### config.mk
export PLATFORM = sky130hd
export DESIGN_NAME = host_wdog
export DESIGN_NICKNAME = d
export VERILOG_FILES = /design/src/rtl/hwd_pkg.sv /design/src/rtl/hwd_mode_decode.sv /design/src/rtl/hwd_timeout_ctr.sv /design/src/rtl/hwd_pulse_gen.sv /design/src/rtl/host_wdog.sv
export SDC_FILE = /design/constraint.sdc
export NUM_CORES = 1
export LEC_CHECK = 0
export BUFFER_PORTS_ARGS = -buffer_cell sky130_fd_sc_hd__buf_4
export CAP_MARGIN = 0
export CORE_AREA = 4 4 42 44
export CTS_BUF_LIST = sky130_fd_sc_hd__clkbuf_2
export CTS_CLUSTER_SIZE = 14
export DETAILED_ROUTE_END_ITERATION = 10
export DIE_AREA = 0 0 46 48
export HOLD_SLACK_MARGIN = 0.02
export PLACE_DENSITY = 0.61
export SLEW_MARGIN = 0
export SYNTH_ARGS = -nofsm -noshare
export SYNTH_HDL_FRONTEND = slang
export SYNTH_SLANG_ARGS = --single-unit
### constraint.sdc
create_clock -name clk_i -period 2.2 [get_ports clk_i]
set_input_delay 0.11 -clock clk_i [delete_from_list [all_inputs] [get_ports clk_i]]
set_output_delay 0.11 -clock clk_i [all_outputs]
set_load 0.01 [all_outputs]
### src/rtl/hwd_pkg.sv
package hwd_pkg;
  typedef enum logic [1:0] {
    HWD_SOFT_LONG  = 2'b00,
    HWD_HARD_LONG  = 2'b01,
    HWD_HARD_SHORT = 2'b10,
    HWD_OFF        = 2'b11
  } hwd_mode_e;
endpackage

### src/rtl/hwd_mode_decode.sv
module hwd_mode_decode
  import hwd_pkg::*;
#(
  parameter int unsigned LONG_TICKS  = 160,
  parameter int unsigned SHORT_TICKS = 40,
  parameter int unsigned CNT_W       = 8
) (
  input  logic             clk_i,
  input  logic             rst_ni,
  input  logic [1:0]       mode_sel_i,
  input  logic             wdog_off_i,
  output logic             enable_o,
  output logic             hard_o,
  output logic [CNT_W-1:0] limit_o,
  output logic             mode_chg_o
);
  hwd_mode_e  mode;
  logic [1:0] mode_q;

  // Track the previous code so that a change restarts the count.
  always_ff @(posedge clk_i) begin
    if (!rst_ni) mode_q <= 2'b00;
    else         mode_q <= mode_sel_i;
  end

  assign mode_chg_o = (mode_sel_i != mode_q);

  always_comb begin
    mode     = hwd_mode_e'(mode_sel_i);
    enable_o = !wdog_off_i;
    hard_o   = 1'b0;
    limit_o  = CNT_W'(LONG_TICKS);
    case (mode)
      HWD_SOFT_LONG:  begin hard_o = 1'b0; limit_o = CNT_W'(LONG_TICKS);  end
      HWD_HARD_LONG:  begin hard_o = 1'b1; limit_o = CNT_W'(LONG_TICKS);  end
      HWD_HARD_SHORT: begin hard_o = 1'b1; limit_o = CNT_W'(SHORT_TICKS); end
      default:        enable_o = 1'b0;
    endcase
  end
endmodule

### src/rtl/hwd_timeout_ctr.sv
module hwd_timeout_ctr #(
  parameter int unsigned CNT_W = 8
) (
  input  logic             clk_i,
  input  logic             rst_ni,
  input  logic             enable_i,
  input  logic             restart_i,
  input  logic             mode_chg_i,
  input  logic             tick_i,
  input  logic [CNT_W-1:0] limit_i,
  output logic             armed_o,
  output logic             expire_o
);
  logic [CNT_W-1:0] count_q;
  logic             last_tick;

  assign last_tick = (count_q == limit_i - CNT_W'(1));
  assign expire_o  = enable_i && armed_o && tick_i && !restart_i && !mode_chg_i && last_tick;

  // Priority: off, then strobe, then code change, then tick.
  always_ff @(posedge clk_i) begin
    if (!rst_ni) begin
      armed_o <= 1'b0;
      count_q <= '0;
    end else if (!enable_i) begin
      armed_o <= 1'b0;
      count_q <= '0;
    end else if (restart_i) begin
      armed_o <= 1'b1;
      count_q <= '0;
    end else if (mode_chg_i) begin
      count_q <= '0;
    end else if (armed_o && tick_i) begin
      if (last_tick) begin
        armed_o <= 1'b0;
        count_q <= '0;
      end else begin
        count_q <= count_q + CNT_W'(1);
      end
    end
  end

  assert_off_clears_R6: assert property (@(posedge clk_i) disable iff (!rst_ni)
    !enable_i |=> (!armed_o && count_q == '0));
  assert_strobe_arms_R2: assert property (@(posedge clk_i) disable iff (!rst_ni)
    (enable_i && restart_i) |=> (armed_o && count_q == '0));
  assert_mode_restart_R10: assert property (@(posedge clk_i) disable iff (!rst_ni)
    (enable_i && mode_chg_i && !restart_i) |=> (count_q == '0));
  assert_no_overflow_R5: assert property (@(posedge clk_i) disable iff (!rst_ni)
    (armed_o && !mode_chg_i) |-> (count_q < limit_i));
  assert_fire_disarms_R9: assert property (@(posedge clk_i) disable iff (!rst_ni)
    expire_o |=> !armed_o);
endmodule

### src/rtl/hwd_pulse_gen.sv
module hwd_pulse_gen (
  input  logic clk_i,
  input  logic rst_ni,
  input  logic fire_i,
  input  logic hard_i,
  output logic soft_o,
  output logic hard_o
);
  always_ff @(posedge clk_i) begin
    if (!rst_ni) begin
      soft_o <= 1'b0;
      hard_o <= 1'b0;
    end else begin
      soft_o <= fire_i && !hard_i;
      hard_o <= fire_i && hard_i;
    end
  end

  assert_excl_R8: assert property (@(posedge clk_i) disable iff (!rst_ni)
    !(soft_o && hard_o));
  assert_soft_width_R8: assert property (@(posedge clk_i) disable iff (!rst_ni)
    soft_o |=> !soft_o);
  assert_hard_width_R8: assert property (@(posedge clk_i) disable iff (!rst_ni)
    hard_o |=> !hard_o);
endmodule

### src/rtl/host_wdog.sv
module host_wdog #(
  parameter int unsigned LONG_TICKS  = 160,
  parameter int unsigned SHORT_TICKS = 40
) (
  input  logic       clk_i,
  input  logic       rst_ni,
  input  logic       txn_done_i,
  input  logic [1:0] mode_sel_i,
  input  logic       wdog_off_i,
  input  logic       tick_i,
  output logic       soft_rst_o,
  output logic       hard_rst_o
);
  localparam int unsigned CNT_W = $clog2(LONG_TICKS + 1);

  logic             enable;
  logic             hard_sel;
  logic             mode_chg;
  logic             armed;
  logic             expire;
  logic [CNT_W-1:0] limit;

  hwd_mode_decode #(
    .LONG_TICKS (LONG_TICKS),
    .SHORT_TICKS(SHORT_TICKS),
    .CNT_W      (CNT_W)
  ) u_decode (
    .clk_i     (clk_i),
    .rst_ni    (rst_ni),
    .mode_sel_i(mode_sel_i),
    .wdog_off_i(wdog_off_i),
    .enable_o  (enable),
    .hard_o    (hard_sel),
    .limit_o   (limit),
    .mode_chg_o(mode_chg)
  );

  hwd_timeout_ctr #(.CNT_W(CNT_W)) u_ctr (
    .clk_i     (clk_i),
    .rst_ni    (rst_ni),
    .enable_i  (enable),
    .restart_i (txn_done_i),
    .mode_chg_i(mode_chg),
    .tick_i    (tick_i),
    .limit_i   (limit),
    .armed_o   (armed),
    .expire_o  (expire)
  );

  hwd_pulse_gen u_pulse (
    .clk_i (clk_i),
    .rst_ni(rst_ni),
    .fire_i(expire),
    .hard_i(hard_sel),
    .soft_o(soft_rst_o),
    .hard_o(hard_rst_o)
  );

  assert_idle_quiet_R1: assert property (@(posedge clk_i) disable iff (!rst_ni)
    (!armed && !txn_done_i) |=> (!soft_rst_o && !hard_rst_o));
  assert_off_quiet_R7: assert property (@(posedge clk_i) disable iff (!rst_ni)
    wdog_off_i |=> (!soft_rst_o && !hard_rst_o));
endmodule

; ---- Word level (Yosys, flattened, before mapping)
; Cells that the tools add are included.
[classes]
add_sub_neg = 2
n_eq_ne = 5
mux = 8
bitwise_logic = 2
reduce_logical = 20
[ops]
columns = op, n
row1 = 2-to-1 mux 8 bit, 2
row2 = "adder 8 x 1 -> 8 bit, second input constant", 1
row3 = equality test 8 bit, 1
row4 = logical AND 1 bit, 8
row5 = "subtractor 8 x 1 -> 8 bit, second input constant", 1
row6 = 2-to-1 mux 1 bit, 6
row7 = logical NOT 1 bit, 4
row8 = nonzero test 2 bit, 2
row9 = OR reduction 4 bit, 1
row10 = AND reduction 3 bit, 1
row11 = OR reduction 3 bit, 1
row12 = "equality test 2 x 1 -> 1 bit, second input constant", 1
row13 = "equality test 2 bit, second input constant", 1
row14 = logical NOT 2 bit, 1
row15 = != test 2 bit, 1
row16 = "!= test 2 bit, second input constant", 1
row17 = inverter 1 bit, 2
row18 = AND reduction 2 bit, 1
row19 = OR reduction 2 bit, 1
[totals]
ff_bits = 13
output_inout_bits = 2
word_cells = 42

; ---- Logic depth before layout (Yosys ltp)
[logic_depth]
ltp_word = 9
ltp_mapped = 6

; ---- Hierarchy
; A second synthesis with hierarchy kept.
[hier_totals]
hier_cells = 111
hier_area_um2 = 944.7
[modules_own_cells]
columns = mod, instances, cells_each, area_each_um2, seq_area_each_um2
row1 = hwd_timeout_ctr, 1, 85, 708.2, 180.2
row2 = hwd_mode_decode, 1, 22, 180.2, 40.0
row3 = hwd_pulse_gen, 1, 4, 56.3, 40.0

; ---- Worst setup path before layout
; No wires, ideal clock.
[synth_path]
kind = input to register
start = in mode_sel_i[0]
end = reg u_ctr.count_q[0]
setup_ps = 132
arrival_ps = 1360
required_time_ps = 2068
path_slack_ps = 708
cell_stages = 6
path_buffers = 0
path_cell_list = inv_1 -> ha_1 -> or3b_1 -> o2bb2a_4 -> o311ai_2 -> nor2_1
[synth_between]
elab_chain_cells = 5
[synth_lines]
columns = item, line_no
row1 = from (decl), host_wdog.sv:8  ; input logic [1:0] mode_sel_i,
row2 = equality test 2 bit (tied with other cells), hwd_mode_decode.sv:33  ; case (mode)
row3 = 2-to-1 mux 8 bit / OR reduction 3 bit (equally long branches), --
row4 = subtractor 8 x 1 -> 8 bit / 2-to-1 mux 1 bit (equally long branches), "hwd_timeout_ctr.sv:17, hwd_mode_decode.sv:33"
row5 = equality test 8 bit / inverter 1 bit (equally long branches), --
row6 = 2-to-1 mux 8 bit / OR reduction 4 bit (equally long branches), --
row7 = to (signal assigned), hwd_timeout_ctr.sv:38  ; count_q <= count_q + CNT_W'(1);
row8 = to (decl), hwd_timeout_ctr.sv:14  ; logic [CNT_W-1:0] count_q;
; Several ways; a longest one is shown, not always the timed one.
; A chain may end at the register's enable or synchronous reset.

; ---- Worst setup path in the final report
[layout_path]
start = reg u_ctr.count_q[5]
end = reg u_ctr.count_q[7]
[layout_between]
elab_chain_cells = 2
[layout_lines]
columns = item, line_no
row1 = adder 8 x 1 -> 8 bit / equality test 8 bit (equally long branches), "hwd_timeout_ctr.sv:38, hwd_timeout_ctr.sv:17"
row2 = 2-to-1 mux 8 bit *, hwd_timeout_ctr.sv:34  ; if (last_tick) begin
; Every way passes the cells marked *; elsewhere a longest branch is shown, timed or not.

==> key figures <==
Detailed routing
  • Post-DRT Antenna Nets: 0
  • Initial DRC Count: 4
  • DRT Pass-1 Iters: 4
  • Vias: 464
  • Routed Wire Length: 1040 µm
  • Avg WL per Cell: 11.1 µm
  • DR vias/cell: 4.94
  • Post-route DRC: 0

Final layout
  • N_diodes: 0
  • Most common cell after layout, fill and taps aside: dfxtp_1
  • Layout cells sized above 1: 17.9%
  • Post-route cell area: 701 µm²
  • Nets: 89
  • Layout fillers: 140
  • Most frequent cells in the layout: dfxtp_1, nor2_1, buf_4
  • Area growth syn-to-layout: 16.7%

Clock network
  • CTS Sinks: 13
  • Worst-Skew Late Latency: 0.26 ns
  • CTS Buf Count: 3
  • Setup bufs post-CTS: 0
  • CTS tree: built
  • CTS max path bufs: 2
  • CTS hold repair buffers: 0
  • CTS clk-pin slew, worst paths: 0.12 ns
  • Post-CTS resize count: 0
  • CTS root buffer: clkbuf_2
  • H-tree depth: 1

Setup path
  • Startpoint types: flip-flop
  • Slowest Stage Delay on Critical Path: 0.46 ns
  • Worst Path Max Fanout: 6
  • Origin of the worst setup path: u_ctr.count_q[5]
  • CP Data Required Time: 2.35 ns
  • R2R setup slack: 0.56 ns
  • Endpoint class of the critical path: flip-flop
  • Worst r2r path cells: 4
  • Crit-path cells: or3b_1 > o2bb2a_4 > o311ai_2 > nor2_1
  • Worst reg2reg path startpoint: u_ctr.count_q[5]
  • RR Endpoint: u_ctr.count_q[7]
  • Crit path to: u_ctr.count_q[7]
  • Worst path slowest cell: o311ai_2
  • Critical path class: reg2reg
  • Arrival time at the worst endpoint: 1.79 ns

Place
  • IO Port Bufs: 8
  • Final Wtd Congestion: 0.779
  • Area after DPL: 681 µm²
  • Final HPWL from detailed placement: 828 µm

Synthesis
  • Distinct cells, synth: 20
  • Top post-synthesis cells by area: dfxtp_1, xnor2_1, ha_1
  • Simple-gate portion of the synthesized area: 26.2%
  • Post-synth top area cell: dfxtp_1
  • Mux cell area share after synthesis: 0%
  • Post-Synth XOR/XNOR Area: 13.1%
  • Avg Cell Area, Syn: 9.10 µm²
  • Net count of the mapped netlist: 76
  • Mapped Cells: 66
  • Cell area after synthesis: 601 µm²
  • Main combinational cell family by area after synthesis: simple AND/OR/NAND/NOR gates
  • Share of the synthesized area in the top cell type: 43.3%
  • Seq/Total Area, Yosys: 43.3%
  • Adder-cell share of the synthesized area: 6.25%
  • Warnings, synthesis: 0
  • Compound-Gate Fraction of Synth Area: 8.54%
  • Post-synthesis register bit count: 13

Global routing
  • GR Util All Layers: 11.6%
  • Largest net degree at the start of global routing: 8
  • Number of global-route vias before repair: 396
  • Global route overflow: 0
  • Initial antenna violation count: 0
  • First-pass GRT wire length: 1740 µm

Timing
  • Final-report hold violation count: 0
  • Worst slew margin: 68.1%
  • Final Skew: 0.00520 ns
  • Minimum clock period: 1.64 ns
  • Max Fclk: 0.609 GHz
  • Fin crit share: 74.6%
  • Worst slew pin tran: 0.478 ns
  • Setup tns final: 0 ns
  • RSZ-0062 raised after global routing: no
  • Slew Limit Fails: 0
  • Final setup violation count: 0

Die
  • Ports: 9
  • Core ar.: 1440 µm²
  • # rows: 14
  • DIE AREA: 2210 µm²
  • Die height: 48 µm
  • Starting Density: 41.8%
  • Die X: 46 µm

Hold path
  • Type of the most critical hold path: in2reg

Status
  • Status: finished clean

Power and ir drop
  • VDD IR-drop max: 376 µV
  • Leakage: 0.000243 µW
  • Power density over the cells: 552 nW/µm²

Flow run
  • MaxCap Viol Count: 0
critical path: cells and delay by family (launching register included):
kind | cells | cell delay (ns)
and+or+nand+nor | 2 | 0.50
AOI/OAI and AO/OA | 2 | 0.67
DFF | 1 | 0.36
state kept, by name (all words and copies together), names as in the netlist:
register and cells:
u_pulse.hard_o 1, u_pulse.soft_o 1, u_decode.mode_q 2, u_ctr.count_q 8, u_ctr.armed_o 1
how the worst min path moves through the flow:
stage                     cells past startpoint  slack [ns]            endpoint           from
after floorplan                               1        0.23  u_decode.mode_q[0]  mode_sel_i[0]
after global placement                        2        0.33  u_decode.mode_q[1]         rst_ni
after detailed placement                      2        0.34  u_decode.mode_q[1]         rst_ni
after CTS                                     2        0.05  u_decode.mode_q[0]         rst_ni
after global routing                          2        0.04  u_decode.mode_q[0]         rst_ni
final                                         2        0.06  u_decode.mode_q[0]         rst_ni
cell usage after synthesis (all sizes together):
cell type	instances
inv	4
and2	2
nand4	1
nand2	5
ha	3
nand3	4
nor3b	1
or3	1
o2bb2a	1
a21oi	2
nor4b	1
xor2	4
xnor2	5
dfxtp	13
or3b	1
nor2	10
nor3	5
o311ai	1
o21ai	1
nor4	1
cell families (layout without fill, tap and decap cells):
| group | after synthesis | after routing |
|---|---|---|
| adder cells (fa/ha/maj) | 3 | 3 |
| AO/OA/AOI/OAI | 5 | 5 |
| flip-flops | 13 | 13 |
| AND/OR/NAND/NOR | 32 | 32 |
| XOR/XNOR | 9 | 9 |
| buffers and inverters | 4 | 16 |
layer usage:
layer	share of wire, %	global-route usage [%]	routed length [µm]
met1	48	14.6	503
met3	6.6	5.64	69
met4	0.96	5.11	10
met5	0	0	0
met2	44	16.8	460
power by group:
| group | total (µW) | switching [µW] | internal [µW] | leakage (µW) |
|---|---|---|---|---|
| clock network | 121 | 73.2 | 48.2 | 0.0000166 |
| registers | 240 | 1.94 | 238 | 0.000105 |
| logic | 25.4 | 12.2 | 13.2 | 0.000121 |
area by class of cell:
type | count | area (µm²) | share of cell area, %
multi-input cells | 49 | 325 | 46.4
flip-flops and latches | 13 | 260 | 37.1
well taps | 16 | 20.0 | 2.86
repair buffers | 8 | 60.1 | 8.57
inverters | 4 | 15.0 | 2.14
clock buffers | 4 | 20.0 | 2.86
through the flow:
stage	cells	setup WS (ns)	hold slack, ns	util (%)	power (µW)
2_1_floorplan	66	0.708	0.232	-	257
3_3_place_gp	90	0.475	0.335	47.4	271
3_5_place_dp	90	0.438	0.341	47.4	271
4_1_cts	94	0.542	0.0450	48.8	395
5_1_grt	94	0.384	0.0388	48.8	412
6_report	94	0.558	0.0626	48.8	387
Note: power is estimated with default switching activity, not from simulation.
